$ cat config.mk
export PLATFORM = sky130hd
export DESIGN_NAME = divtimer
export DESIGN_NICKNAME = d
export VERILOG_FILES = /design/src/rtl/divtimer_pkg.sv /design/src/rtl/divtimer_prescale.sv /design/src/rtl/divtimer_counter.sv /design/src/rtl/divtimer_request.sv /design/src/rtl/divtimer.sv
export SDC_FILE = /design/constraint.sdc
export NUM_CORES = 1
export LEC_CHECK = 0
export BUFFER_PORTS_ARGS = -buffer_cell sky130_fd_sc_hd__buf_2
export CORE_ASPECT_RATIO = 0.75
export CORE_UTILIZATION = 50
export CTS_BUF_LIST = sky130_fd_sc_hd__clkbuf_16
export DETAILED_ROUTE_END_ITERATION = 12
export PLACE_DENSITY = 0.78
export REMOVE_ABC_BUFFERS = 1
export SYNTH_ARGS = -nofsm -noshare
export SYNTH_HDL_FRONTEND = slang
export SYNTH_SLANG_ARGS = --single-unit
$ cat constraint.sdc
create_clock -name clk -period 3.79 [get_ports clk]
set_input_delay 0.1895 -clock clk [delete_from_list [all_inputs] [get_ports clk]]
set_output_delay 0.1895 -clock clk [all_outputs]
set_load 0.01 [all_outputs]
$ cat src/rtl/divtimer_pkg.sv
package divtimer_pkg;

   localparam int CODE_W       = 4;
   localparam int MAX_SHIFT    = 7;
   localparam int PRE_W        = MAX_SHIFT;
   localparam int ENT_PEND_BIT = 12;
   localparam int ENT_MASK_BIT = 16;
   localparam int ENT_MODE_BIT = 17;

   typedef enum logic [1:0] {
      ADDR_ENTRY = 2'd0,
      ADDR_START = 2'd1,
      ADDR_LIVE  = 2'd2,
      ADDR_DIV   = 2'd3
   } reg_addr_e;

   // Power-of-two exponent for a divide code; bit 2 plays no part.
   function automatic logic [2:0] div_shift(input logic [1:0] low, input logic top);
      logic [2:0] idx;
      idx = {top, low};
      return (idx == 3'd7) ? 3'd0 : idx + 3'd1;
   endfunction

endpackage

$ cat src/rtl/divtimer_prescale.sv
module divtimer_prescale
   import divtimer_pkg::*;
#(
   parameter int PW = PRE_W
) (
   input  logic              clk,
   input  logic              rst_n,
   input  logic              run,
   input  logic              restart,
   input  logic [CODE_W-1:0] code,
   output logic              tick
);

   generate
      if (PW < MAX_SHIFT) begin : g_bad_width
         $error("prescaler width too small for divide-by-128");
      end
   endgenerate

   logic [2:0]    shift;
   logic [PW-1:0] limit;
   logic [PW-1:0] phase_q;
   logic          unused_ok;

   assign unused_ok = code[2];
   assign shift     = div_shift(code[1:0], code[3]);
   assign limit     = PW'((32'd1 << shift) - 32'd1);
   assign tick      = run && (phase_q == limit);

   always_ff @(posedge clk) begin
      if (!rst_n || restart || !run || tick) begin
         phase_q <= '0;
      end else begin
         phase_q <= phase_q + 1'b1;
      end
   end

endmodule

$ cat src/rtl/divtimer_counter.sv
module divtimer_counter #(
   parameter int CNT_W = 32
) (
   input  logic             clk,
   input  logic             rst_n,
   input  logic             load,
   input  logic [CNT_W-1:0] load_val,
   input  logic             tick,
   input  logic             periodic,
   output logic [CNT_W-1:0] cur,
   output logic [CNT_W-1:0] start,
   output logic             run,
   output logic             expire
);

   generate
      if (CNT_W < 2) begin : g_bad_cnt
         $error("count width must be at least 2");
      end
   endgenerate

   localparam logic [CNT_W-1:0] ONE = CNT_W'(1);

   assign run    = (cur != '0);
   assign expire = tick && (cur == ONE) && !load;

   always_ff @(posedge clk) begin
      if (!rst_n) begin
         cur   <= '0;
         start <= '0;
      end else if (load) begin
         cur   <= load_val;
         start <= load_val;
      end else if (tick && run) begin
         if (cur == ONE) begin
            cur <= periodic ? start : '0;
         end else begin
            cur <= cur - ONE;
         end
      end
   end

endmodule

$ cat src/rtl/divtimer_request.sv
module divtimer_request (
   input  logic clk,
   input  logic rst_n,
   input  logic fire,
   input  logic ack,
   output logic pend
);

   always_ff @(posedge clk) begin
      if (!rst_n) begin
         pend <= 1'b0;
      end else if (fire) begin
         pend <= 1'b1;
      end else if (ack) begin
         pend <= 1'b0;
      end
   end

endmodule

$ cat src/rtl/divtimer.sv
module divtimer
   import divtimer_pkg::*;
#(
   parameter int DATA_W = 32,
   parameter int CNT_W  = 32,
   parameter int VEC_W  = 8
) (
   input  logic              clk,
   input  logic              rst_n,
   input  logic              wr_en,
   input  logic [1:0]        wr_addr,
   input  logic [DATA_W-1:0] wr_data,
   input  logic [1:0]        rd_addr,
   output logic [DATA_W-1:0] rd_data,
   output logic              irq_req,
   output logic [VEC_W-1:0]  irq_vec,
   input  logic              irq_ack
);

   generate
      if (DATA_W <= ENT_MODE_BIT) begin : g_bad_data
         $error("data width cannot hold the control entry");
      end
      if (CNT_W > DATA_W) begin : g_bad_cnt
         $error("count wider than the data port");
      end
      if (VEC_W > ENT_PEND_BIT) begin : g_bad_vec
         $error("vector overlaps the pending bit");
      end
   endgenerate

   logic [VEC_W-1:0]  vec_q;
   logic              mask_q;
   logic              mode_q;
   logic [CODE_W-1:0] code_q;
   logic              wr_entry, wr_start, wr_div;
   logic              tick, run, expire, pend;
   logic [CNT_W-1:0]  cur_q, start_q;
   logic              unused_ok;

   assign unused_ok = ^wr_data;
   assign wr_entry  = wr_en && (wr_addr == ADDR_ENTRY);
   assign wr_start  = wr_en && (wr_addr == ADDR_START);
   assign wr_div    = wr_en && (wr_addr == ADDR_DIV);

   always_ff @(posedge clk) begin
      if (!rst_n) begin
         vec_q  <= '0;
         mask_q <= 1'b1;
         mode_q <= 1'b0;
         code_q <= '0;
      end else begin
         if (wr_entry) begin
            vec_q  <= wr_data[VEC_W-1:0];
            mask_q <= wr_data[ENT_MASK_BIT];
            mode_q <= wr_data[ENT_MODE_BIT];
         end
         if (wr_div) begin
            code_q <= wr_data[CODE_W-1:0];
         end
      end
   end

   divtimer_prescale u_pre (
      .clk     (clk),
      .rst_n   (rst_n),
      .run     (run),
      .restart (wr_start || wr_div),
      .code    (code_q),
      .tick    (tick)
   );

   divtimer_counter #(.CNT_W(CNT_W)) u_cnt (
      .clk      (clk),
      .rst_n    (rst_n),
      .load     (wr_start),
      .load_val (wr_data[CNT_W-1:0]),
      .tick     (tick),
      .periodic (mode_q),
      .cur      (cur_q),
      .start    (start_q),
      .run      (run),
      .expire   (expire)
   );

   divtimer_request u_req (
      .clk   (clk),
      .rst_n (rst_n),
      .fire  (expire && !mask_q),
      .ack   (irq_ack),
      .pend  (pend)
   );

   assign irq_req = pend;
   assign irq_vec = vec_q;

   always_comb begin
      rd_data = '0;
      case (rd_addr)
         ADDR_ENTRY: begin
            rd_data[VEC_W-1:0]   = vec_q;
            rd_data[ENT_PEND_BIT] = pend;
            rd_data[ENT_MASK_BIT] = mask_q;
            rd_data[ENT_MODE_BIT] = mode_q;
         end
         ADDR_START: rd_data[CNT_W-1:0]  = start_q;
         ADDR_LIVE:  rd_data[CNT_W-1:0]  = cur_q;
         default:    rd_data[CODE_W-1:0] = code_q;
      endcase
   end

endmodule

Word-level counts from Yosys, hierarchy flattened
Index checks and enable logic that the tools add are counted.
- flip-flop bits (word level): 86
- input bits: 40
- output and inout bits: 41
- logic and storage cells: 55
- add/sub/neg operators: 4
- equality and inequality tests: 7
- shift operators: 1
- mux-type cells: 14
- reductions and logical operators: 21
- operators by type and width (operator ; number):
    2-to-1 mux 32 bit ; 4
    == test 32 x 1 -> 1 bit, second input constant ; 1
    nonzero test 32 bit ; 1
    subtractor 32 x 1 -> 32 bit, second input constant ; 1
    one-hot mux 14 bit (2 select lines) ; 1
    one-hot mux 4 bit (3 select lines) ; 2
    logical AND 1 bit ; 8
    one-hot mux 4 bit (2 select lines) ; 1
    adder 7 x 1 -> 7 bit, second input constant ; 1
    == test 7 bit ; 1
    << shifter 1 x 3 -> 7 bit, first input constant ; 1
    subtractor 7 x 1 -> 7 bit, second input constant ; 1
    one-hot mux 2 bit (3 select lines) ; 1
    one-hot mux 3 bit (2 select lines) ; 1
    == test 2 x 1 -> 1 bit, second input constant ; 2
    == test 2 bit, second input constant ; 2
    logical NOT 1 bit ; 4
    logical NOT 2 bit ; 2
    logical OR 1 bit ; 4
    nonzero test 2 bit ; 2
    adder 3 x 1 -> 3 bit, second input constant ; 1
    == test 3 bit, second input constant ; 1
    2-to-1 mux 3 bit ; 1
    one-hot mux 1 bit (3 select lines) ; 1
    2-to-1 mux 1 bit ; 2

Longest topological paths before layout
Gate-level depths: netlist of the first run.
- depth in word-level cells: 10
- mapped depth: 15
- mapped depth without buffers: 12

By module
A second synthesis of the first run with hierarchy kept.
- cells, all modules: 660
- area, all modules: 5381.4 sq um
- modules (own cells, without submodules) (module ; times used ; cells each ; area an instance (sq um) ; sequential area each (sq um)):
    divtimer_counter ; 1 ; 449 ; 3588.4 ; 1281.2
    divtimer ; 1 ; 144 ; 1171.1 ; 280.3
    divtimer_prescale ; 1 ; 64 ; 580.6 ; 140.1
    divtimer_request ; 1 ; 3 ; 41.3 ; 20.0

Worst setup path before layout of the first run
Ideal clock, no wire load.
- path kind: flip-flop to flip-flop
- start point: register code_q[1]
- end point: register u_cnt.cur[26]
- library setup time: 0.132 ns
- arrival time: 3.449 ns
- data required time: 3.658 ns
- path slack: 0.209 ns
- cell stages (with the launch flop): 16
- path buffers: 3
- clock period less this slack: 3.581 ns
- path through: dfxtp_1 clkbuf_1 nand2_1 inv_1 ha_1 clkbuf_1 or3b_2 ha_1 nor2b_1 mux2_2 a221o_1 a22o_1 or2_4 buf_6 o311ai_1 a21oi_1
- word-level cells in the longest chain between the ends: 8
- elaborated cells between the ends (all ways): 9
- those cells by class: add/sub: 2; eq/ne: 2; shift: 1; mux: 1; reduce/logical: 3
- ends and longest elaborated chain (item ; line ; source):
    start, declared ; divtimer.sv:35 ; logic [CODE_W-1:0] code_q;
    start signal, assigned ; divtimer.sv:59 ; code_q <= wr_data[CODE_W-1:0];
    adder 3 x 1 -> 3 bit or == test 3 bit (tied branches) ; divtimer_pkg.sv:21 ; return (idx == 3'd7) ? 3'd0 : idx + 3'd1;
    2-to-1 mux 3 bit * ; divtimer_pkg.sv:21 ;
    << shifter 1 x 3 -> 7 bit * ; divtimer_prescale.sv:27 ; assign limit = PW'((32'd1 << shift) - 32'd1);
    subtractor 7 x 1 -> 7 bit * ; divtimer_prescale.sv:27 ;
    == test 7 bit * ; divtimer_prescale.sv:28 ; assign tick = run && (phase_q == limit);
    logical AND 1 bit * ; divtimer_prescale.sv:28 ;
    logical AND 1 bit * ; divtimer_counter.sv:34 ; end else if (tick && run) begin
    nonzero test 2 bit (no source line) * ; n/a ;
    end signal, assigned ; divtimer_counter.sv:32 ; cur <= load_val;
    end signal, assigned ; divtimer_counter.sv:36 ; cur <= periodic ? start : '0;
    end signal, assigned ; divtimer_counter.sv:38 ; cur <= cur - ONE;
    end, declared ; divtimer_counter.sv:10 ; output logic [CNT_W-1:0] cur,
Every way passes the cells marked *; elsewhere a longest branch is shown, timed or not.
A chain may end at the register's enable or synchronous reset.

Worst setup path in the final report of the first run
- start point: register code_q[1]
- end point: register u_cnt.cur[21]
Same word-level chain as after synthesis.

==> out/metrics.cfg, run 1 <==
[status]
status = finished, final reports clean

[job]
drv_cap = 0

[pwr]
pwr-share-clk_pct = 24.9
switching_share_pct = 39.3
peakVddDrop_v = 0.000292
pwr-share-comb_pct = 39.4
p_leak_nw = 2.27
power_density_mw_per_mm2 = 549
p_seq_share_pct = 35.7
intPower_mw = 1.94
switching_power_mw = 1.26

[drt]
firstDrtPassIters = 6
antenna_left = 0
wire_per_inst_um = 17.8
num_vias = 5306
routed_wl_mm = 15.2
drc = 0
vias_per_cell = 6.19
drt_iter0_drc = 558

[setup_path]
crit_path_start_kind = register
critical_path_class = register to register
critPathMaxFanout = 12
regToRegSetupSlack_ns = 0.15
crit_path_end_kind = register
worstReg2RegStart = code_q[1]$_SDFFE_PN0P_
crit_arrival_ns = 3.86
regToRegEndpoint = u_cnt.cur[21]$_SDFFE_PN0P_
ff2ff_path_depth = 12
required_ns = 4.02

[synth]
ys_warn_count = 0
yosysSeqAreaShare_pct = 33.7
yosysUniqueCellTypes = 64
ys_ff_latch = 86
synth_area_mm2 = 0.00511
syn_inst = 668
synth_top_area_share_pct = 33.7
ys.flop_type = dfxtp_1
postSynthAreaPerCell_um2 = 7.65
synthArstFlopShare_pct = 0
synth_top_area_cell = dfxtp_1
netlist_top_cells_area = dfxtp_1 34%, nand2_1 7.4%, a21oi_1 6.5%
synth-edff-count = 0

[min_path]
min_to = u_cnt.start[10]$_SDFFE_PN0P_
min_from = wr_data[10]
hold_path.class = input pin to register
hold_depth = 3

[finish]
seqCellArea_mm2 = 0.00172
final_cell_mix = 101 x nand2_1, 85 x dfxtp_1, 80 x buf_2
nets = 771
drive_gt1_share_pct = 18.1
diodes = 0
final_area_mm2 = 0.00584
multiInputGateArea_mm2 = 0.00312
n_fill_cell = 893
finalNonFillerCells = 857
final_common_cell = nand2_1
syn2layout_area_growth_pct = 14.3

[cts]
clockRootBuffer = clkbuf_16
cts_sinks = 86
clk-insertion-delay-late_ns = 0.35
hold_buffers = 0
cts_setup_buffers = 0
cts_resized = 0
htreeDepth = 3
cts_buffers = 9
cts.path.max_buffers = 2
cts.reportedPaths.clkPinSlew_ns = 0.06
cts_tree = built

[floorplan]
rows = 31
io_pins = 81
die_area_mm2 = 0.0106
die_h_um = 89.5
die_w_um = 119
coreArea_mm2 = 0.00977
start_util_pct = 52.3

[sta]
rsz0062_at_grt = no
slew_violations = 0
period_minus_slack_ns = 3.64
fin_skew_ns = 0.00749
whs_ns = 0.0887
setup_viol = 0
fin_crit_sh_pct = 95.9
tightest_slew_ns = 0.701
final.setup.tns_ns = 0
max_clock_freq_ghz = 0.275
maxSlewHeadroom_pct = 53.1
hold_violations = 0

[global_routing]
antenna_found_initial = 0
grt_max_degree = 51
grt_pass1_vias = 4897
overflow = 0
grt_pass1_wl_mm = 24.4
track_usage_pct = 29.2

[place]
postPlaceCellArea_mm2 = 0.00558
hpwl_mm = 10.3
routabilityCongestion = 0.952
numPortBuffers = 80
dp.cells = 841

## kinds of logic (layout without fill, tap and decap cells)
family / after synthesis / count (layout) / share of synthesized area, %
AND/OR/NAND/NOR: 271 / 271 / 25.8
AO/OA/AOI/OAI: 195 / 195 / 25.1
flip-flops: 86 / 86 / 33.7
buffers and inverters: 67 / 124 / 5.56
multiplexers: 24 / 24 / 4.73
XOR/XNOR: 14 / 14 / 2.40
adder cells (fa/ha/maj): 11 / 11 / 2.69
## critical path, cell delays in order, from the launching register on
cell and delay [ns]:
dfxtp_1 0.38, nand2_1 0.12, inv_1 0.06, ha_2 0.40, or3b_2 0.49, ha_1 0.23
nor2b_1 0.16, mux2_2 0.29, a221o_1 0.34, a22o_1 0.28, or2_4 0.36, o311ai_1 0.29
a21oi_1 0.10
## layer usage
metal	part of all wire, %	up-vias	GRT usage [%]
li1	-	2523	-
met1	45	2483	39.5
met2	45	276	46.9
met3	9.5	24	6.44
met4	1.3	0	9.32
met5	0	-	0
## power by group through the flow
stage / logic [mW] / registers [mW] / clock network, mW
final: 1.26 / 1.14 / 0.797
after global routing: 1.39 / 1.16 / 0.843
after CTS: 1.24 / 1.14 / 0.806
after detailed placement: 1.23 / 1.16 / 0
after global placement: 1.20 / 1.15 / 0
after floorplan: 0.898 / 1.12 / 0
## worst max path at each step
stage | cells past startpoint | slack [ns] | to | start
3_5_place_dp | 12 | 0.14 | u_cnt.cur[21]$_SDFFE_PN0P_ | code_q[1]$_SDFFE_PN0P_
3_3_place_gp | 12 | 0.26 | u_cnt.cur[21]$_SDFFE_PN0P_ | code_q[1]$_SDFFE_PN0P_
4_1_cts | 12 | 0.13 | u_cnt.cur[21]$_SDFFE_PN0P_ | code_q[0]$_SDFFE_PN0P_
6_report | 12 | 0.15 | u_cnt.cur[21]$_SDFFE_PN0P_ | code_q[1]$_SDFFE_PN0P_
5_1_grt | 13 | 0.02 | u_cnt.cur[12]$_SDFFE_PN0P_ | code_q[1]$_SDFFE_PN0P_
2_1_floorplan | 7 | 0.11 | u_cnt.cur[22]$_SDFFE_PN0P_ | u_cnt.cur[20]$_SDFFE_PN0P_
## cell usage after synthesis, drive strengths merged, types with 3 or more instances
| master | number |
|---|---|
| or2 | 11 |
| mux2i | 23 |
| a222oi | 11 |
| a21oi | 66 |
| nor2 | 54 |
| xor2 | 7 |
| and3 | 4 |
| o31ai | 3 |
| nor4 | 10 |
| a22oi | 24 |
| a31oi | 10 |
| dfxtp | 86 |
| nor2b | 24 |
| nand2 | 101 |
| o41ai | 3 |
| ha | 11 |
| xnor2 | 7 |
| nand2b | 3 |
| o311ai | 4 |
| nand4 | 3 |
| o211ai | 7 |
| a31o | 4 |
| or3 | 4 |
| nand3 | 26 |
| nor3 | 14 |
| inv | 13 |
| a32oi | 5 |
| o21ai | 36 |
| buf | 17 |
| a221o | 5 |
| or4 | 5 |
| clkbuf | 37 |
| and2 | 5 |
## area by class of cell
type,count,share of cell area (%)
Clock buffer,9,3.86
Sequential cell,86,29.5
Multi-Input combinational cell,515,53.4
Inverter,13,0.836
Clock inverter,7,0.579
Tap cell,132,2.83
Timing Repair Buffer,95,9.00
## metrics by stage
stage               util, %  setup WS, ns  power (mW)
floorplan                 -         0.111        2.01
global placement       57.1         0.265        2.35
detailed placement     57.1         0.135        2.39
CTS                    59.7         0.127        3.18
global route           59.7        0.0180        3.40
finish                 59.7         0.155        3.20
## registers in the layout (all words and copies together), names as in the netlist
register,count
code_q,4
irq_vec,8
mask_q,1
mode_q,1
u_cnt.cur,32
u_cnt.start,32
u_pre.phase_q,7
u_req.pend,1
Note: power is estimated with default switching activity, not from simulation.
==> run 2, diff against run 1 <==
- GPL_TIMING_DRIVEN: unset -> 0
- TNS_END_PERCENT: unset -> 100
==> run 2 against run 1 <==
First-iteration DRC count up 30%; fmax is 0.21% lower; routed wire length increased by 3.0%; clock power rose by 10%; count of clock-buffer cells in the layout unchanged; power is 3.2% higher; sequential power about the same; hold slack gained 0.0055 ns; utilization rose by 0.93 points; register-to-register slack hardly changed; sequential cell count unchanged; non-clock buffer count decreased by 4; critical path type unchanged.
==> out/metrics.cfg, run 2 (synthesis results as in run 1) <==
[setup_path]
crit_path_end_kind = register  ; unchanged
crit_arrival_ns = 3.87  ; was 3.86 ns
required_ns = 4.01  ; was 4.02 ns
critical_path_class = register to register  ; unchanged
critPathMaxFanout = 9  ; was 12
worstReg2RegStart = code_q[1]$_SDFFE_PN0P_  ; unchanged
regToRegSetupSlack_ns = 0.15  ; about the same
crit_path_start_kind = register  ; unchanged
regToRegEndpoint = u_cnt.cur[21]$_SDFFE_PN0P_  ; unchanged
ff2ff_path_depth = 12  ; unchanged

[sta]
tightest_slew_ns = 1.14  ; was 0.701 ns
setup_viol = 0  ; unchanged
slew_violations = 0  ; unchanged
fin_crit_sh_pct = 96.1  ; was 95.9%
final.setup.tns_ns = 0  ; unchanged
fin_skew_ns = 0.00895  ; was 0.00749 ns
period_minus_slack_ns = 3.64  ; about the same
whs_ns = 0.0941  ; was 0.0887 ns
hold_violations = 0  ; unchanged
max_clock_freq_ghz = 0.275  ; about the same
maxSlewHeadroom_pct = 23.9  ; was 53.1%
rsz0062_at_grt = no  ; unchanged

[cts]
clk-insertion-delay-late_ns = 0.35  ; about the same
cts_sinks = 86  ; unchanged
clockRootBuffer = clkbuf_16  ; unchanged
cts.reportedPaths.clkPinSlew_ns = 0.07  ; was 0.06 ns
cts_buffers = 9  ; unchanged
cts_tree = built  ; unchanged
cts.path.max_buffers = 2  ; unchanged
htreeDepth = 3  ; unchanged

[floorplan]
die_w_um = 119  ; unchanged
coreArea_mm2 = 0.00977  ; unchanged
rows = 31  ; unchanged
die_h_um = 89.5  ; unchanged
die_area_mm2 = 0.0106  ; unchanged
io_pins = 81  ; unchanged
start_util_pct = 52.3  ; unchanged

[drt]
antenna_left = 0  ; unchanged
drc = 0  ; unchanged
vias_per_cell = 6.37  ; was 6.19
drt_iter0_drc = 723  ; was 558
routed_wl_mm = 15.7  ; was 15.2 mm
wire_per_inst_um = 18.3  ; was 17.8 um
num_vias = 5445  ; was 5306
firstDrtPassIters = 5  ; was 6

[min_path]
hold_path.class = input pin to register  ; unchanged
min_to = u_cnt.start[10]$_SDFFE_PN0P_  ; unchanged
hold_depth = 3  ; unchanged
min_from = wr_data[10]  ; unchanged

[place]
routabilityCongestion = 0.878  ; was 0.952
hpwl_mm = 10.0  ; was 10.3 mm
numPortBuffers = 80  ; unchanged
postPlaceCellArea_mm2 = 0.00554  ; was 0.00558 mm^2

[pwr]
peakVddDrop_v = 0.000286  ; was 0.000292 V
power_mw = 3.31  ; was 3.20 mW
power_density_mw_per_mm2 = 558  ; was 549 mW/mm^2
p_leak_nw = 2.28  ; was 2.27 nW

[global_routing]
grt_max_degree = 53  ; was 51
track_usage_pct = 29.3  ; was 29.2%
grt_pass1_vias = 4931  ; was 4897
antenna_found_initial = 0  ; unchanged
grt_pass1_wl_mm = 24.7  ; was 24.4 mm
overflow = 0  ; unchanged

[finish]
final_area_mm2 = 0.00593  ; was 0.00584 mm^2
final_cell_mix = 101 x nand2_1, 86 x dfxtp_1, 80 x buf_2  ; was 101 x nand2_1, 85 x dfxtp_1, 80 x buf_2
syn2layout_area_growth_pct = 16.1  ; was 14.3%
diodes = 0  ; unchanged
drive_gt1_share_pct = 18.7  ; was 18.1%
final_common_cell = nand2_1  ; unchanged
nets = 769  ; was 771

[job]
drv_cap = 0  ; unchanged

[status]
status = finished, final reports clean  ; unchanged

run 2: power by group:
| part | switching (mW) | internal, mW |
|---|---|---|
| Clock | 0.371 | 0.506 |
| Sequential | 0.135 | 1.00 |
| Combinational | 0.793 | 0.500 |
run 2: timing repair:
action                                  4_1_cts  5_1_grt
resized for setup                             4        4
cloned                                        1        1
hold buffers                                  0        0
endpoints found under the setup margin       28       28
pin swaps                                     1        3
buffers inserted                              0        5
run 2: per-layer routing:
metal  up-vias  wire (um)  track usage (%)  part of all wire, %
li1       2523          -                -                    -
met1      2555       6800             38.4                   43
met2       340       7070             48.2                   45
met3        27       1600             6.31                   10
met4         0        211             10.5                  1.3
met5         -          0                0                    0
run 2: worst max path at each step:
stage                                             to  slack, ns                       start
after floorplan           u_cnt.cur[22]$_SDFFE_PN0P_       0.11  u_cnt.cur[20]$_SDFFE_PN0P_
after global placement    u_cnt.cur[22]$_SDFFE_PN0P_      -1.26                  wr_addr[0]
after detailed placement  u_cnt.cur[20]$_SDFFE_PN0P_      -0.36      code_q[1]$_SDFFE_PN0P_
after CTS                  u_cnt.cur[1]$_SDFFE_PN0P_      0.009      code_q[1]$_SDFFE_PN0P_
after global routing      u_cnt.cur[21]$_SDFFE_PN0P_       0.01      code_q[1]$_SDFFE_PN0P_
final                     u_cnt.cur[21]$_SDFFE_PN0P_       0.15      code_q[1]$_SDFFE_PN0P_
run 2: through the flow:
stage / setup slack [ns] / std cells / utilization [%]
after floorplan: 0.111 / 614 / -
after global placement: -1.26 / 826 / 55.6
after detailed placement: -0.355 / 831 / 56.6
after CTS: 0.00899 / 848 / 59.9
after global routing: 0.0125 / 855 / 60.7
final: 0.147 / 855 / 60.7
run 2: cell type report:
cell class                 instances  area, um^2
clock buffer                       9         225
clock inverter                     7        66.3
timing repair buffer              91         534
tap                              132         165
inverter                          13        48.8
multi-input combinational        517        3170
sequential                        86        1720
fill                             887        3840
run 2: critical path: stages, from the launching register on:
cell and delay [ns]:
dfxtp_1 0.39, nand2_1 0.12, inv_1 0.06, ha_2 0.40, or3b_2 0.48, ha_1 0.21
nor2b_1 0.16, mux2_2 0.30, a221o_1 0.37, a22o_4 0.30, or2_4 0.31, o311ai_1 0.31
a21oi_1 0.11
